--- config.mk ---
export PLATFORM = sky130hd
export DESIGN_NAME = pll_lock_det
export DESIGN_NICKNAME = d
export VERILOG_FILES = /design/src/rtl/pld_pkg.sv /design/src/rtl/pld_mismatch_meter.sv /design/src/rtl/pld_lock_tracker.sv /design/src/rtl/pll_lock_det.sv
export SDC_FILE = /design/constraint.sdc
export NUM_CORES = 1
export LEC_CHECK = 0
export CAP_MARGIN = 20
export CORE_MARGIN = 2
export CORE_UTILIZATION = 60
export DETAILED_ROUTE_END_ITERATION = 6
export DONT_BUFFER_PORTS = 1
export PLACE_DENSITY = 0.79
export REMOVE_ABC_BUFFERS = 1
export SETUP_SLACK_MARGIN = 0.02
export SLEW_MARGIN = 30
export SYNTH_ARGS = -nofsm -noshare
export SYNTH_HDL_FRONTEND = slang
export SYNTH_HIERARCHICAL = 1
export SYNTH_SLANG_ARGS = --single-unit
--- constraint.sdc ---
create_clock -name clk_i -period 2.45 [get_ports clk_i]
set_input_delay 0.245 -clock clk_i [delete_from_list [all_inputs] [get_ports clk_i]]
set_output_delay 0.245 -clock clk_i [all_outputs]
set_load 0.03 [all_outputs]
--- src/rtl/pld_pkg.sv ---
package pld_pkg;
  typedef enum logic {
    LD_CONTINUOUS = 1'b0,
    LD_FIRST_LOCK = 1'b1
  } ld_mode_e;

  localparam int unsigned LT_SEL_W = 2;
  localparam int unsigned NEED_MAX = 2 << ((1 << LT_SEL_W) - 1);

  function automatic int unsigned need_windows(input logic [LT_SEL_W-1:0] sel);
    return 2 << sel;
  endfunction
endpackage

--- src/rtl/pld_mismatch_meter.sv ---
module pld_mismatch_meter #(
  parameter int unsigned TOL_LO = 15,
  parameter int unsigned TOL_HI = 30
) (
  input  logic clk_i,
  input  logic rst_ni,
  input  logic en_i,
  input  logic ref_edge_i,
  input  logic up_i,
  input  logic dn_i,
  input  logic tol_sel_i,
  output logic win_done_o,
  output logic win_good_o
);
  localparam int unsigned TOL_MAX = (TOL_HI > TOL_LO) ? TOL_HI : TOL_LO;
  localparam int unsigned CNT_W   = $clog2(TOL_MAX + 2);
  localparam logic [CNT_W-1:0] CNT_SAT = {CNT_W{1'b1}};

  logic [CNT_W-1:0] mm_q;
  logic             seen_q;
  logic             mis;
  logic [CNT_W-1:0] tol;

  assign mis = up_i ^ dn_i;
  assign tol = tol_sel_i ? CNT_W'(TOL_HI) : CNT_W'(TOL_LO);

  always_ff @(posedge clk_i or negedge rst_ni) begin
    if (!rst_ni) begin
      mm_q   <= '0;
      seen_q <= 1'b0;
    end else if (!en_i) begin
      mm_q   <= '0;
      seen_q <= 1'b0;
    end else if (ref_edge_i) begin
      mm_q   <= CNT_W'(mis);
      seen_q <= 1'b1;
    end else if (mis && mm_q != CNT_SAT) begin
      mm_q <= mm_q + 1'b1;
    end
  end

  // first edge after enable only opens a window
  assign win_done_o = en_i && ref_edge_i && seen_q;
  assign win_good_o = (mm_q <= tol);

  AST_MM_IDLE_HOLD: assert property (@(posedge clk_i) disable iff (!rst_ni)
    (en_i && !ref_edge_i && !mis) |=> $stable(mm_q));
  AST_MM_NEW_WINDOW: assert property (@(posedge clk_i) disable iff (!rst_ni)
    (en_i && ref_edge_i) |=> (mm_q <= 1));
endmodule

--- src/rtl/pld_lock_tracker.sv ---
module pld_lock_tracker
  import pld_pkg::*;
(
  input  logic                clk_i,
  input  logic                rst_ni,
  input  logic                en_i,
  input  logic                win_done_i,
  input  logic                win_good_i,
  input  logic [LT_SEL_W-1:0] lock_time_i,
  input  logic                latch_mode_i,
  output logic                lock_o,
  output logic                strobe_o
);
  localparam int unsigned RUN_W = $clog2(NEED_MAX + 1);

  logic [RUN_W-1:0] run_q;
  logic [RUN_W:0]   run_nx;
  logic [RUN_W:0]   need;
  logic             lock_q;
  logic             strobe_q;
  logic             hold;

  assign run_nx = {1'b0, run_q} + 1'b1;
  assign need   = (RUN_W+1)'(need_windows(lock_time_i));
  assign hold   = lock_q && (ld_mode_e'(latch_mode_i) == LD_FIRST_LOCK);

  always_ff @(posedge clk_i or negedge rst_ni) begin
    if (!rst_ni) begin
      run_q    <= '0;
      lock_q   <= 1'b0;
      strobe_q <= 1'b0;
    end else if (!en_i) begin
      run_q    <= '0;
      lock_q   <= 1'b0;
      strobe_q <= 1'b0;
    end else begin
      strobe_q <= 1'b0;
      if (win_done_i && !hold) begin
        if (win_good_i) begin
          if (run_nx >= need) begin
            lock_q   <= 1'b1;
            strobe_q <= !lock_q;
          end
          if (run_q != RUN_W'(NEED_MAX)) run_q <= run_nx[RUN_W-1:0];
        end else begin
          run_q  <= '0;
          lock_q <= 1'b0;
        end
      end
    end
  end

  assign lock_o   = lock_q;
  assign strobe_o = strobe_q;

  AST_RUN_BOUND: assert property (@(posedge clk_i) disable iff (!rst_ni)
    run_q <= RUN_W'(NEED_MAX));
  AST_LOCK_ON_EDGE: assert property (@(posedge clk_i) disable iff (!rst_ni)
    (!lock_q && win_done_i && win_good_i && en_i && run_nx >= need) |=> lock_q);
  AST_LATCH_HOLD: assert property (@(posedge clk_i) disable iff (!rst_ni)
    (lock_q && latch_mode_i && en_i) |=> lock_q);
  AST_DISABLE_CLR: assert property (@(posedge clk_i) disable iff (!rst_ni)
    !en_i |=> (!lock_q && run_q == '0));
  AST_DIRTY_RESTART: assert property (@(posedge clk_i) disable iff (!rst_ni)
    (en_i && win_done_i && !win_good_i && !hold) |=> (run_q == '0 && !lock_q));
endmodule

--- src/rtl/pll_lock_det.sv ---
module pll_lock_det
  import pld_pkg::*;
#(
  parameter int unsigned TOL_LO = 15,
  parameter int unsigned TOL_HI = 30
) (
  input  logic                clk_i,
  input  logic                rst_ni,
  input  logic                en_i,
  input  logic                ref_edge_i,
  input  logic                up_i,
  input  logic                dn_i,
  input  logic [LT_SEL_W-1:0] lock_time_i,
  input  logic                tol_sel_i,
  input  logic                latch_mode_i,
  output logic                lock_o,
  output logic                lock_strobe_o
);
  logic win_done;
  logic win_good;

  pld_mismatch_meter #(.TOL_LO(TOL_LO), .TOL_HI(TOL_HI)) u_meter (
    .clk_i      (clk_i),
    .rst_ni     (rst_ni),
    .en_i       (en_i),
    .ref_edge_i (ref_edge_i),
    .up_i       (up_i),
    .dn_i       (dn_i),
    .tol_sel_i  (tol_sel_i),
    .win_done_o (win_done),
    .win_good_o (win_good)
  );

  pld_lock_tracker u_track (
    .clk_i        (clk_i),
    .rst_ni       (rst_ni),
    .en_i         (en_i),
    .win_done_i   (win_done),
    .win_good_i   (win_good),
    .lock_time_i  (lock_time_i),
    .latch_mode_i (latch_mode_i),
    .lock_o       (lock_o),
    .strobe_o     (lock_strobe_o)
  );

  AST_STROBE_ON_RISE: assert property (@(posedge clk_i) disable iff (!rst_ni)
    lock_strobe_o |-> (lock_o && !$past(lock_o)));
  AST_RISE_HAS_STROBE: assert property (@(posedge clk_i) disable iff (!rst_ni)
    $rose(lock_o) |-> lock_strobe_o);
  AST_RISE_AFTER_EDGE: assert property (@(posedge clk_i) disable iff (!rst_ni)
    $rose(lock_o) |-> $past(ref_edge_i));
endmodule

After elaboration in Yosys (flattened, before gate mapping). Cells that the tools add are included.

$add $sub $neg: 2. Magnitude comparators: 2. Eq/ne operators: 7. Shift operators: 1. Muxes and demuxes: 18. Bitwise logic cells: 1. Reduce and logical (&&, ||, !) cells: 9.

Operator list (number): 5-bit 2-to-1 mux (8); 1-bit 2-to-1 mux (10); 5-bit inequality test (second input constant) (2); 5-bit by 1-bit adder with 6-bit output (second input constant) (1); 6-bit >= comparator (1); 3-bit by 2-bit inequality test with 1-bit output (second input constant) (2); 2-bit by 2-bit << shifter with 6-bit output (first input constant) (1); 5-bit by 1-bit adder with 5-bit output (second input constant) (1); 5-bit <= comparator (1); 1-bit logical AND (5); 2-bit by 1-bit inequality test with 1-bit output (second input constant) (2); 2-bit AND reduction (2); 3-bit by 1-bit inequality test with 1-bit output (second input constant) (1); 1-bit logical NOT (2); 1-bit bitwise XOR (1).

Register bits: 13. Output and inout bits: 2. Word-level logic and storage cells: 45.

Depth between registers and ports, before layout. Gate-level depths: netlist (run 1).

Depth after elaboration: 6. Mapped depth: 8.

By module. Netlist (run 1), hierarchy kept.

By module, submodules not included: pld_lock_tracker (instances 1, cells each 57, area an instance 538.0 um^2, sequential area each 175.2 um^2); pld_mismatch_meter (instances 1, cells each 42, area an instance 390.4 um^2, sequential area each 150.1 um^2).

Worst setup path before layout (run 1). Ideal clock, no wire load.

Kind: reg-to-reg. Start point: register u_track.run_q[0]. End point: register u_track.strobe_q, in the netlist u_track/strobe_o. Library setup time: 111 ps. Arrival: 1746 ps. Required time: 2339 ps. Setup slack: 593 ps. Stages on the path, launching flop included: 9. Path buffers: 0. Cells stage by stage: dfrtp_1 ha_1 nand3_1 xnor2_1 inv_1 ha_1 nand3_1 a2bb2oi_1 a2111oi_2.

Cells in the longest elaborated chain, start to end: 6.

RTL lines: from (decl) (RTL line pld_lock_tracker.sv:16) `logic [RUN_W-1:0] run_q;`; from (signal assigned) (RTL line pld_lock_tracker.sv:44) `if (run_q != RUN_W'(NEED_MAX)) run_q <= run_nx[RUN_W-1:0];`; 5-bit by 1-bit adder with 6-bit output (RTL line pld_lock_tracker.sv:23) `assign run_nx = {1'b0, run_q} + 1'b1;`; 6-bit >= comparator (RTL line pld_lock_tracker.sv:40) `if (run_nx >= need) begin`; 1-bit 2-to-1 mux (RTL line pld_lock_tracker.sv:40); 1-bit 2-to-1 mux (RTL line pld_lock_tracker.sv:39) `if (win_good_i) begin`; 1-bit 2-to-1 mux (RTL line pld_lock_tracker.sv:38) `if (win_done_i && !hold) begin`; 1-bit 2-to-1 mux (RTL line pld_lock_tracker.sv:32) `end else if (!en_i) begin`; to (signal assigned) (RTL line pld_lock_tracker.sv:42) `strobe_q <= !lock_q;`; to (decl) (RTL line pld_lock_tracker.sv:20) `logic strobe_q;`.

Every way passes these cells. A chain may end at the register's enable or synchronous reset.

Worst setup path in the final report (run 1). Ends and elaborated chain as after synthesis.

==> metrics.log, run 1 <==
INFO  metric arrival = 2.19 ns
INFO  metric top_level_ports = 12
INFO  metric finalInstanceArea = roughly 980 um2
INFO  metric num_antenna_cells = 0
INFO  metric setup_violations = 0
INFO  metric critPathRequiredTime = 2.64 ns
INFO  metric clock_latency = 0.29 ns
INFO  metric finalMaxSlewViolations = 0
INFO  metric cts.path.max_buffers = 2
INFO  metric power_per_cell_area = approximately 430 nW/um2
INFO  metric yosysTopAreaCellShare = 35.0%
INFO  metric area_growth = 6.06%
INFO  metric worst_hold_path_class = input pin to flip-flop
INFO  metric post-route-min-period = 2.00 ns
INFO  metric cts_made_buffers = 3
INFO  metric io_buffers = 0
INFO  metric row_count = 14
INFO  metric tritoncts_clock_tree = built
INFO  metric htreeDepth = 1
INFO  metric initial_utilization = between 60% and 70%
INFO  metric worst_ir_drop_vdd = 0.271 mV
INFO  metric static-leakage-power = 0.463 nW
INFO  metric total_setup_buffers_inserted_after_cts = 0
INFO  metric grt_usage = between 20% and 30%
INFO  metric critPathLaunchType = flip-flop
INFO  metric largest_net_degree_at_the_start_of_global_routing = 15
INFO  metric grt_remaining_overflow = 0
INFO  metric gp_congestion = 0.829
INFO  metric synth-seq-cells = 13
INFO  metric synth.area.top_cells = sky130_fd_sc_hd__dfrtp_1 (35%), sky130_fd_sc_hd__ha_1 (13%), sky130_fd_sc_hd__inv_1 (4.4%)
INFO  metric fraction_of_the_cycle_the_final_worst_path_needs = 81.7%
INFO  metric die_w = 43.3 um
INFO  metric synth_cells = 99
INFO  metric clock_sinks = 13
INFO  metric fin_hold_ws = 0.0691 ns
INFO  metric timing.max_slew.rel_slack = between 50% and 60%
INFO  metric average_footprint_of_a_synthesized_cell = 9.38 um2
INFO  metric antenna_left = 0
INFO  metric peak_clock_frequency_supported_by_timing = 500 MHz
INFO  metric global_route_wire_length_before_repair = 3250 um
INFO  metric criticalPathCategory = flip-flop to flip-flop
INFO  metric post_cts_resized = 0
INFO  metric ys_seq_area_share = 35.0%
INFO  metric core_area = about 1500 um2
INFO  metric skew = between 0.0004 and 0.0005 ns
INFO  metric clk_pin_slew = 0.08 ns
INFO  metric setup_total_negative_slack = 0 ns
INFO  metric hold_viol_final = 0
INFO  metric total_detailed_routing_wirelength = 1850 um
INFO  metric finalNetCount = around 130
INFO  metric postPlaceCellArea = 948 um2
INFO  metric design.die.area = between 1500 and 2000 um2
INFO  metric vias = ~760
INFO  metric dr.pass1.iters = 4
INFO  metric drt_iter0_drc = 18
INFO  metric remaining_drc_errors = 0
INFO  metric critical_path.endpoint_type = flip-flop
INFO  metric synth.largest_area_cell = sky130_fd_sc_hd__dfrtp_1
INFO  metric avgRoutedWirePerCell = 15.4 um
INFO  metric fp.dieH = 43.3 um
INFO  metric clk_root_buffer_cell = sky130_fd_sc_hd__clkbuf_4
INFO  metric grt_setup_unrepaired = no
INFO  metric vias_in_the_first_global_route = 741
INFO  metric drv.max_cap_violation_count = 0
INFO  metric synth.cell_area = roughly 930 um2
INFO  metric grt_antenna_before_repair = 0
INFO  metric post_drt_via_cell_ratio = 6.33
INFO  metric status = complete, no violations
INFO  metric final_layout_size_suffix_gt1_share = approximately 5.8%
INFO  metric synth.distinct_cells = 34
INFO  metric worst_pin_slew = 0.599 ns
INFO  metric dp.final_hpwl = 1390 um
INFO  metric worstPathMaxFanout = 7
INFO  metric yosysWarnings = 6
stage by stage:
stage,instances,setup WS [ns],utilization [%],power [mW]
6_report,120,0.448,66.9,0.423
5_1_grt,120,0.217,66.9,0.447
4_1_cts,120,0.440,66.9,0.427
3_5_place_dp,115,0.463,64.5,0.281
3_3_place_gp,115,0.509,64.5,0.279
2_1_floorplan,99,0.593,-,0.271
layer usage:
| layer | GRT usage [%] | vias to the layer above | part of all wire [%] |
|---|---|---|---|
| met3 | 7.92 | 3 | 3.8 |
| li1 | - | 376 | - |
| met1 | 33.8 | 365 | 51 |
| met2 | 34.0 | 15 | 43 |
| met4 | 12.7 | 0 | 1.8 |
| met5 | 0 | - | 0 |
registers in the layout, indices dropped and copies added, names as in the netlist:
name	cells
u_track/lock_o	1
u_meter/mm_q	5
u_track/run_q	5
u_track/strobe_o	1
u_meter/seen_q	1
cell families (layout without fill, tap and decap cells):
family                   count (synthesis)  in the layout  synth area share (%)
AND/OR/NAND/NOR                         32             32                  19.9
AO/OA/AOI/OAI                           28             28                  22.2
flip-flops                              13             13                  35.0
buffers and inverters                   11             16                  4.45
adder cells (fa/ha/maj)                 10             10                  13.5
XOR/XNOR                                 4              4                  3.77
multiplexers                             1              1                  1.08
layout make-up:
class                      instances  area (um2)
clock buffer                       4        26.3
tap                               16        20.0
timing repair buffer               1        10.0
sequential                        13         325
multi-input combinational         75         562
fill                             129         487
inverter                          11        41.3
path summary, 6_finish.rpt:
check / slack, ns / to / depth (start not counted) / startpoint
max in group asynchronous: 1.67 / u_track/run_q[1]$_DFFE_PN0P_ / 1 / rst_ni
min reg2reg: 0.49 / u_meter/seen_q$_DFFE_PN0P_ / 1 / u_meter/seen_q$_DFFE_PN0P_
min in group asynchronous: 0.39 / u_track/lock_o$_DFFE_PN0P_ / 1 / rst_ni
max: 0.45 / u_track/strobe_o$_DFF_PN0_ / 8 / u_track/run_q[0]$_DFFE_PN0P_
max reg2reg: 0.45 / u_track/strobe_o$_DFF_PN0_ / 8 / u_track/run_q[0]$_DFFE_PN0P_
min: 0.07 / u_meter/seen_q$_DFFE_PN0P_ / 1 / en_i
cells in the mapped netlist (all sizes together):
master,n
or3b,1
xor2,2
o21ai,2
mux2i,1
nor2b,1
dfrtp,13
a2111oi,1
nand2b,6
o21a,1
nand2,6
o2111ai,1
nand4,2
nand4bb,1
nand3,4
a31oi,1
o2bb2ai,2
a21o,1
inv,11
ha,10
a22oi,1
o22ai,4
nor2,3
a311oi,1
xnor2,2
a2bb2oi,2
o31ai,1
a21oi,4
o211ai,3
nand3b,2
and3,3
or4,2
a21bo,1
a21boi,2
and2,1
layout by cell type (no fill, tap or decap), drive strengths merged:
cell         count
a311oi           1
a31oi            1
a21boi           2
o21a             1
nor2             3
o21ai            2
xnor2            2
nand2            6
or3b             1
or4              2
and3             3
o22ai            4
xor2             2
clkbuf           4
and2             1
o2111ai          1
ha              10
o31ai            1
mux2i            1
nand3b           2
nand4bb          1
dlygate4sd3      1
nand4            2
a2111oi          1
a21bo            1
inv             11
a2bb2oi          2
dfrtp           13
a22oi            1
a21o             1
a21oi            4
o2bb2ai          2
nor2b            1
nand2b           6
o211ai           3
nand3            4
critical path: stages (launching register included):
cell and delay (ns):
sky130_fd_sc_hd__dfrtp_1 0.46, sky130_fd_sc_hd__ha_1 0.27, sky130_fd_sc_hd__nand3_1 0.11, sky130_fd_sc_hd__xnor2_1 0.18, sky130_fd_sc_hd__inv_1 0.07, sky130_fd_sc_hd__ha_1 0.29
sky130_fd_sc_hd__nand3_1 0.07, sky130_fd_sc_hd__a2bb2oi_1 0.15, sky130_fd_sc_hd__a2111oi_2 0.28
power breakdown:
part / total (mW) / switching (mW) / internal (mW)
registers: 0.230 / 0.0106 / 0.220
clock network: 0.141 / 0.0772 / 0.0635
logic: 0.0521 / 0.0288 / 0.0232
total: 0.423 / 0.117 / 0.307
what timing repair did:
item | 4_1_cts | 5_1_grt
hold endpoints to repair | 13 | 0
hold buffers | 1 | 0
endpoints found under the setup margin | 0 | 0
(Power assumes the default switching activity.)
==> run 2, diff against run 1 <==
Settings changed: CORE_UTILIZATION 60 to 55, PLACE_DENSITY 0.79 to 0.76.
Clock period 2.45 ns to 1.8 ns, I/O delays scaled along.
==> metrics.log, run 2 (synthesis results as in run 1) <==
INFO  metric status = finished with violations (was complete, no violations)
INFO  metric failed_checks = setup timing
INFO  metric min_delay_worst_endpoint = u_meter/seen_q$_DFFE_PN0P_ (unchanged)
INFO  metric vias_in_the_first_global_route = 802 (was 741)
INFO  metric initial_utilization = 60.2% (was 63.1%)
INFO  metric critPathMaxStageDelay = 0.42 ns (was 0.46 ns)
INFO  metric criticalPathCategory = flip-flop to flip-flop (unchanged)
INFO  metric avgRoutedWirePerCell = 18.4 um (was 15.4 um)
INFO  metric tritoncts_clock_tree = built (unchanged)
INFO  metric regToRegStartpoint = u_track/run_q[1]$_DFFE_PN0P_ (was u_track/run_q[0]$_DFFE_PN0P_)
INFO  metric clock_latency = 0.29 ns (about the same)
INFO  metric remaining_drc_errors = 0 (unchanged)
INFO  metric core_area = 1540 um2 (was 1470 um2)
INFO  metric drt_iter0_drc = 41 (was 18)
INFO  metric timing.critical_path.buf_inv = 1 (unchanged)
INFO  metric vias = 897 (was 759)
INFO  metric hold_viol_final = 0 (unchanged)
INFO  metric critical_path_start = u_track/run_q[1]$_DFFE_PN0P_ (was u_track/run_q[0]$_DFFE_PN0P_)
INFO  metric clk_root_buffer_cell = sky130_fd_sc_hd__clkbuf_4 (unchanged)
INFO  metric grt_antenna_before_repair = 0 (unchanged)
INFO  metric antenna_left = 0 (unchanged)
INFO  metric postPlaceCellArea = 1030 um2 (was 948 um2)
INFO  metric clock_sinks = 13 (unchanged)
INFO  metric post-route-min-period = 1.97 ns (was 2.00 ns)
INFO  metric cts.path.max_buffers = 2 (unchanged)
INFO  metric post_drt_via_cell_ratio = 6.27 (was 6.33)
INFO  metric io_buffers = 0 (unchanged)
INFO  metric met2_usage = 33.1% (was 34.0%)
INFO  metric finalNetCount = 148 (was 125)
INFO  metric critPathRequiredTime = 1.99 ns (was 2.64 ns)
INFO  metric power_per_cell_area = 481 nW/um2 (was 430 nW/um2)
INFO  metric met1_track_demand_over_resource_in_global_routing = 33.3% (was 33.8%)
INFO  metric final_cell_mix = sky130_fd_sc_hd__buf_4 (22), sky130_fd_sc_hd__dfrtp_1 (12), sky130_fd_sc_hd__inv_1 (8) (was sky130_fd_sc_hd__dfrtp_1 (13), sky130_fd_sc_hd__inv_1 (11), sky130_fd_sc_hd__ha_1 (10))
INFO  metric area_growth = 38.7% (was 6.06%)
INFO  metric setup_violations = 2 (was 0)
INFO  metric cp_common_cell = sky130_fd_sc_hd__nand3_2
INFO  metric power.total = 0.619 mW (was 0.423 mW)
INFO  metric fraction_of_the_cycle_the_final_worst_path_needs = 110% (was 81.7%)
INFO  metric reg_top3 = u_meter/mm_q (5), u_track/run_q (5) (unchanged)
INFO  metric total_detailed_routing_wirelength = 2630 um (was 1850 um)
INFO  metric worst_hold_path_class = input pin to flip-flop (unchanged)
INFO  metric arrival = 2.16 ns (was 2.19 ns)
INFO  metric final_layout_size_suffix_gt1_share = 41.7% (was 5.77%)
INFO  metric timing.critical_path.cells = ha_2 > nand3_2 > xnor2_2 > inv_1 > ha_4 > nand3_2 > a2bb2oi_2 > a2111oi_2 (was ha_1 > nand3_1 > xnor2_1 > inv_1 > ha_1 > nand3_1 > a2bb2oi_1 > a2111oi_2)
INFO  metric top_level_ports = 12 (unchanged)
INFO  metric fp.dieH = 45.1 um (was 43.3 um)
INFO  metric r2r-end = u_track/strobe_o$_DFF_PN0_ (unchanged)
INFO  metric largest_net_degree_at_the_start_of_global_routing = 15 (unchanged)
INFO  metric gp_congestion = 0.831 (was 0.829)
INFO  metric skew = 0.00817 ns (was 0.000409 ns)
INFO  metric path_delay_family = adder cells (unchanged)
INFO  metric design.die.area = 2030 um2 (was 1880 um2)
INFO  metric critical_path.endpoint_type = flip-flop (unchanged)
INFO  metric global_route.usage.met3 = 6.40% (was 7.92%)
INFO  metric grt_usage = 23.7% (was 24.4%)
INFO  metric holdCritStartpoint = en_i (unchanged)
INFO  metric worst_pin_slew = 0.596 ns (was 0.599 ns)
INFO  metric worstPathMaxFanout = 3 (was 7)
INFO  metric hold_depth = 1 (unchanged)
INFO  metric most_common_cell_after_layout_fill_and_taps_aside = sky130_fd_sc_hd__buf_4 (was sky130_fd_sc_hd__dfrtp_1)
INFO  metric die_w = 45.1 um (was 43.3 um)
INFO  metric peak_clock_frequency_supported_by_timing = 507 MHz (was 500 MHz)
INFO  metric dp.final_hpwl = 1490 um (was 1390 um)
INFO  metric final_layout_fill_cell_count = 82 (was 129)
INFO  metric drv.max_cap_violation_count = 0 (unchanged)
INFO  metric post-route-worst-setup-slack = -0.174 ns (was 0.448 ns)
INFO  metric htreeDepth = 1 (unchanged)
INFO  metric row_count = 14 (unchanged)
INFO  metric num_antenna_cells = 0 (unchanged)
INFO  metric static-leakage-power = 0.597 nW (was 0.463 nW)
INFO  metric cts_made_buffers = 3 (unchanged)
INFO  metric worst_ir_drop_vdd = 0.344 mV (was 0.271 mV)
INFO  metric setup.reg_to_reg.worst_slack = -0.17 ns (was 0.45 ns)
INFO  metric timing.max_slew.rel_slack = 60.2% (was 59.9%)
INFO  metric dr.pass1.iters = 4 (unchanged)
INFO  metric reg2regPathDepth = 8 (unchanged)
INFO  metric grt_setup_unrepaired = yes (was no)
INFO  metric critPathLaunchType = flip-flop (unchanged)
INFO  metric gr-max-usage-layer = met1 (was met2)
INFO  metric global_route_wire_length_before_repair = 3380 um (was 3250 um)
INFO  metric finalMaxSlewViolations = 0 (unchanged)
INFO  metric timing.critical_path.slowest_stage_cell = sky130_fd_sc_hd__dfrtp_1 (unchanged)
INFO  metric clk_pin_slew = 0.08 ns (about the same)
INFO  metric grt_remaining_overflow = 0 (unchanged)
INFO  metric finalInstanceArea = 1290 um2 (was 985 um2)
run 2: worst max-delay path by stage:
stage / end / slack [ns] / cells after the start
after floorplan: u_track/strobe_o$_DFF_PN0_ / -0.06 / 8
final: u_track/strobe_o$_DFF_PN0_ / -0.17 / 8
after global routing: u_track/strobe_o$_DFF_PN0_ / -0.24 / 8
after CTS: u_track/strobe_o$_DFF_PN0_ / -0.11 / 8
after detailed placement: u_track/strobe_o$_DFF_PN0_ / -0.1 / 8
after global placement: u_track/strobe_o$_DFF_PN0_ / -0.01 / 8
run 2: metal layers:
metal | vias up | share of wire (%)
met4 | 0 | 2.1
met1 | 434 | 46
met5 | - | 0
met2 | 30 | 47
li1 | 427 | -
met3 | 6 | 4.9
run 2: stage by stage:
step	setup WS, ns	instances	utilization (%)	hold slack [ns]	TNS, ns
2_1_floorplan	-0.0572	99	-	-0.116	-0.0572
3_3_place_gp	-0.0102	126	66.9	-0.115	-0.0102
3_5_place_dp	-0.0972	126	66.9	-0.115	-0.139
4_1_cts	-0.110	134	71.1	0.00523	-0.184
5_1_grt	-0.243	143	83.5	0.0154	-0.470
6_report	-0.174	143	83.5	0.00626	-0.245
run 2: repair_timing:
item | CTS | global route
hold buffers | 1 | 0
hold endpoints to repair | 13 | 0
setup buffers | 3 | 9
gates resized for setup | 1 | 26
cloned | 0 | 0
setup endpoints to repair | 4 | 7
pin swaps | 1 | 10
run 2: area by class of cell:
| type | count | area, um2 | share of cell area, % |
|---|---|---|---|
| inverter | 11 | 43.8 | 3.40 |
| tap | 16 | 20.0 | 1.55 |
| multi-input combinational | 75 | 684 | 53.2 |
| timing repair buffer | 24 | 186 | 14.5 |
| clock buffer | 4 | 26.3 | 2.04 |
| sequential | 13 | 327 | 25.4 |
run 2: worst reg2reg max path, delay by kind of cell, from the launching register on:
family	cells	cell delay, ns
adder cells (fa/ha/maj)	2	0.52
AO/OA/AOI/OAI	2	0.48
flip-flops	1	0.42
XOR/XNOR	1	0.19
AND/OR/NAND/NOR	2	0.17
buffers and inverters	1	0.10
run 2: power breakdown:
part | internal [mW] | switching (mW) | leakage [nW]
logic | 0.0589 | 0.0619 | 0.405
clock network | 0.0863 | 0.103 | 0.0150
registers | 0.300 | 0.00934 | 0.177
total | 0.445 | 0.174 | 0.597
==> run 3, diff against run 2 <==
Settings changed: CORE_MARGIN 2 to unset.
==> metrics.log, run 3 (synthesis results as in run 1) <==
INFO  metric path_delay_family = compound AO/OA/AOI/OAI gates (was adder cells)
INFO  metric total_detailed_routing_wirelength = 2830 um (was 2630 um)
INFO  metric dp.final_hpwl = 1560 um (was 1490 um)
INFO  metric area_growth = 40.4% (was 38.7%)
INFO  metric clk_root_buffer_cell = sky130_fd_sc_hd__clkbuf_4 (unchanged)
INFO  metric htreeDepth = 1 (unchanged)
INFO  metric postPlaceCellArea = 1040 um2 (was 1030 um2)
INFO  metric static-leakage-power = 0.589 nW (was 0.597 nW)
INFO  metric critPathRequiredTime = 1.96 ns (was 1.99 ns)
INFO  metric worstPathMaxFanout = 3 (unchanged)
INFO  metric vias = 927 (was 897)
INFO  metric post-route-min-period = 1.89 ns (was 1.97 ns)
INFO  metric cts.path.max_buffers = 2 (unchanged)
INFO  metric skew = 0.00590 ns (was 0.00817 ns)
INFO  metric grt_antenna_before_repair = 0 (unchanged)
INFO  metric status = finished with violations (unchanged)
INFO  metric vias_in_the_first_global_route = 877 (was 802)
INFO  metric io_buffers = 0 (unchanged)
INFO  metric hold_viol_final = 0 (unchanged)
INFO  metric core_area = 1540 um2 (unchanged)
INFO  metric dr.pass1.iters = 4 (unchanged)
INFO  metric post_drt_via_cell_ratio = 6.57 (was 6.27)
INFO  metric clock_latency = 0.28 ns (was 0.29 ns)
INFO  metric clock_sinks = 13 (unchanged)
INFO  metric setup_violations = 2 (unchanged)
INFO  metric final_layout_fill_cell_count = 87 (was 82)
INFO  metric num_antenna_cells = 0 (unchanged)
INFO  metric gp_congestion = 0.843 (was 0.831)
INFO  metric global_route_wire_length_before_repair = 3800 um (was 3380 um)
INFO  metric worst_ir_drop_vdd = 0.381 mV (was 0.344 mV)
INFO  metric fp.dieH = 43.1 um (was 45.1 um)
INFO  metric die_w = 43.1 um (was 45.1 um)
INFO  metric cp_common_cell = sky130_fd_sc_hd__ha_4 (was sky130_fd_sc_hd__nand3_2)
INFO  metric drt_iter0_drc = 39 (was 41)
INFO  metric remaining_drc_errors = 0 (unchanged)
INFO  metric cts_made_buffers = 3 (unchanged)
INFO  metric most_common_cell_after_layout_fill_and_taps_aside = sky130_fd_sc_hd__buf_4 (unchanged)
INFO  metric timing.critical_path.buf_inv = 3 (was 1)
INFO  metric arrival = 2.05 ns (was 2.16 ns)
INFO  metric grt_remaining_overflow = 0 (unchanged)
INFO  metric critPathLaunchType = flip-flop (unchanged)
INFO  metric timing.critical_path.slowest_stage_cell = sky130_fd_sc_hd__dfrtp_2 (was sky130_fd_sc_hd__dfrtp_1)
INFO  metric grt_usage = 27.7% (was 23.7%)
INFO  metric layout.core_utilization = 84.6% (was 83.5%)
INFO  metric top_level_ports = 12 (unchanged)
INFO  metric peak_clock_frequency_supported_by_timing = 528 MHz (was 507 MHz)
INFO  metric initial_utilization = 60.2% (unchanged)
INFO  metric finalInstanceArea = 1300 um2 (was 1290 um2)
INFO  metric tritoncts_clock_tree = built (unchanged)
INFO  metric finalNetCount = 146 (was 148)
INFO  metric placement.setup.worst_slack = -0.110 ns (was -0.0972 ns)
INFO  metric avgRoutedWirePerCell = 20.1 um (was 18.4 um)
INFO  metric fraction_of_the_cycle_the_final_worst_path_needs = 105% (was 110%)
INFO  metric design.die.area = 1860 um2 (was 2030 um2)
INFO  metric reg_top3 = u_meter/mm_q (5), u_track/run_q (5) (unchanged)
INFO  metric row_count = 14 (unchanged)
INFO  metric power_per_cell_area = 475 nW/um2 (was 481 nW/um2)
INFO  metric worst_pin_slew = 0.627 ns (was 0.596 ns)
INFO  metric timing.critical_path.cells = buf_6 > inv_1 > ha_4 > inv_2 > ha_4 > a21boi_2 > a2bb2oi_2 > a2111oi_2 (was ha_2 > nand3_2 > xnor2_2 > inv_1 > ha_4 > nand3_2 > a2bb2oi_2 > a2111oi_2)
INFO  metric criticalPathCategory = flip-flop to flip-flop (unchanged)
INFO  metric timing.max_slew.rel_slack = 58.0% (was 60.2%)
INFO  metric finalMaxSlewViolations = 0 (unchanged)
INFO  metric critPathMaxStageDelay = 0.43 ns (was 0.42 ns)
INFO  metric final_cell_mix = sky130_fd_sc_hd__buf_4 (17), sky130_fd_sc_hd__dfrtp_1 (12), sky130_fd_sc_hd__inv_1 (8) (was sky130_fd_sc_hd__buf_4 (22), sky130_fd_sc_hd__dfrtp_1 (12), sky130_fd_sc_hd__inv_1 (8))
INFO  metric largest_net_degree_at_the_start_of_global_routing = 15 (unchanged)
INFO  metric antenna_left = 0 (unchanged)
INFO  metric final_layout_size_suffix_gt1_share = 40.0% (was 41.7%)
INFO  metric worst_hold_path_class = input pin to flip-flop (unchanged)
INFO  metric critical_path.endpoint_type = flip-flop (unchanged)
INFO  metric setup_total_negative_slack = -0.121 ns (was -0.245 ns)
INFO  metric clk_pin_slew = 0.08 ns (about the same)
INFO  metric drv.max_cap_violation_count = 0 (unchanged)
INFO  metric failed_checks = setup timing (unchanged)
INFO  metric post-route-worst-setup-slack = -0.0930 ns (was -0.174 ns)
INFO  metric grt_setup_unrepaired = yes (unchanged)
==> run 3: cell types whose count changed in the layout (fill, tap and decap cells not counted) <==
cell	delta
sky130_fd_sc_hd__ha_1	+1
sky130_fd_sc_hd__inv_2	+1
sky130_fd_sc_hd__inv_4	-1
sky130_fd_sc_hd__ha_2	-2
sky130_fd_sc_hd__buf_4	-5
sky130_fd_sc_hd__a22oi_1	-1
sky130_fd_sc_hd__a2bb2oi_2	-1
sky130_fd_sc_hd__ha_4	+1
sky130_fd_sc_hd__a22oi_2	+1
sky130_fd_sc_hd__dlygate4sd3_1	+1
sky130_fd_sc_hd__buf_6	+2
sky130_fd_sc_hd__a2bb2oi_4	+1
==> run 3: worst paths after layout <==
kind                                                   start                           end  slack [ns]  depth (start not counted)
worst max-delay path            u_track/run_q[0]$_DFFE_PN0P_    u_track/strobe_o$_DFF_PN0_       -0.09                          8
worst min-delay path                              ref_edge_i    u_meter/seen_q$_DFFE_PN0P_        0.04                          1
worst max register to register  u_track/run_q[0]$_DFFE_PN0P_    u_track/strobe_o$_DFF_PN0_       -0.09                          8
worst min register to register    u_meter/seen_q$_DFFE_PN0P_    u_meter/seen_q$_DFFE_PN0P_        0.49                          1
max in group asynchronous                             rst_ni  u_track/run_q[0]$_DFFE_PN0P_        1.00                          1
min in group asynchronous                             rst_ni  u_track/run_q[3]$_DFFE_PN0P_        0.35                          1
==> run 3: area by class of cell <==
class	count	area, um2	share of cell area (%)
inverters	11	41.3	3.17
repair buffers	22	181	13.9
flip-flops and latches	13	327	25.0
multi-input cells	75	708	54.3
clock buffers	4	26.3	2.02
well taps	16	20.0	1.54
==> run 3: layer usage <==
| metal | track usage (%) | share of wire (%) |
|---|---|---|
| met1 | 35.6 | 43 |
| met2 | 46.0 | 46 |
| met3 | 8.51 | 7.0 |
| met4 | 5.45 | 3.3 |
| met5 | 0 | 0 |
==> run 3: stage by stage <==
stage                     total power [mW]  cells  hold slack (ns)
after floorplan                      0.369     99           -0.116
after global placement               0.387    127           -0.115
after detailed placement             0.391    127           -0.115
after CTS                            0.591    136          0.00884
after global routing                 0.648    141           0.0104
final                                0.619    141           0.0379
==> run 3: what timing repair did <==
item	in CTS	in global routing
hold buffers	1	1
endpoints found under the setup margin	2	9
pin swaps	6	6
resized for setup	9	21
endpoints found under the hold margin	13	1
buffers inserted	4	4
==> run 3: report_power, final <==
group          switching (mW)  internal, mW  leakage [nW]  total, mW
Clock                  0.0992        0.0859        0.0150      0.185
Sequential            0.00797         0.300         0.177      0.308
Combinational          0.0663        0.0597         0.397      0.126
Total                   0.173         0.445         0.589      0.619
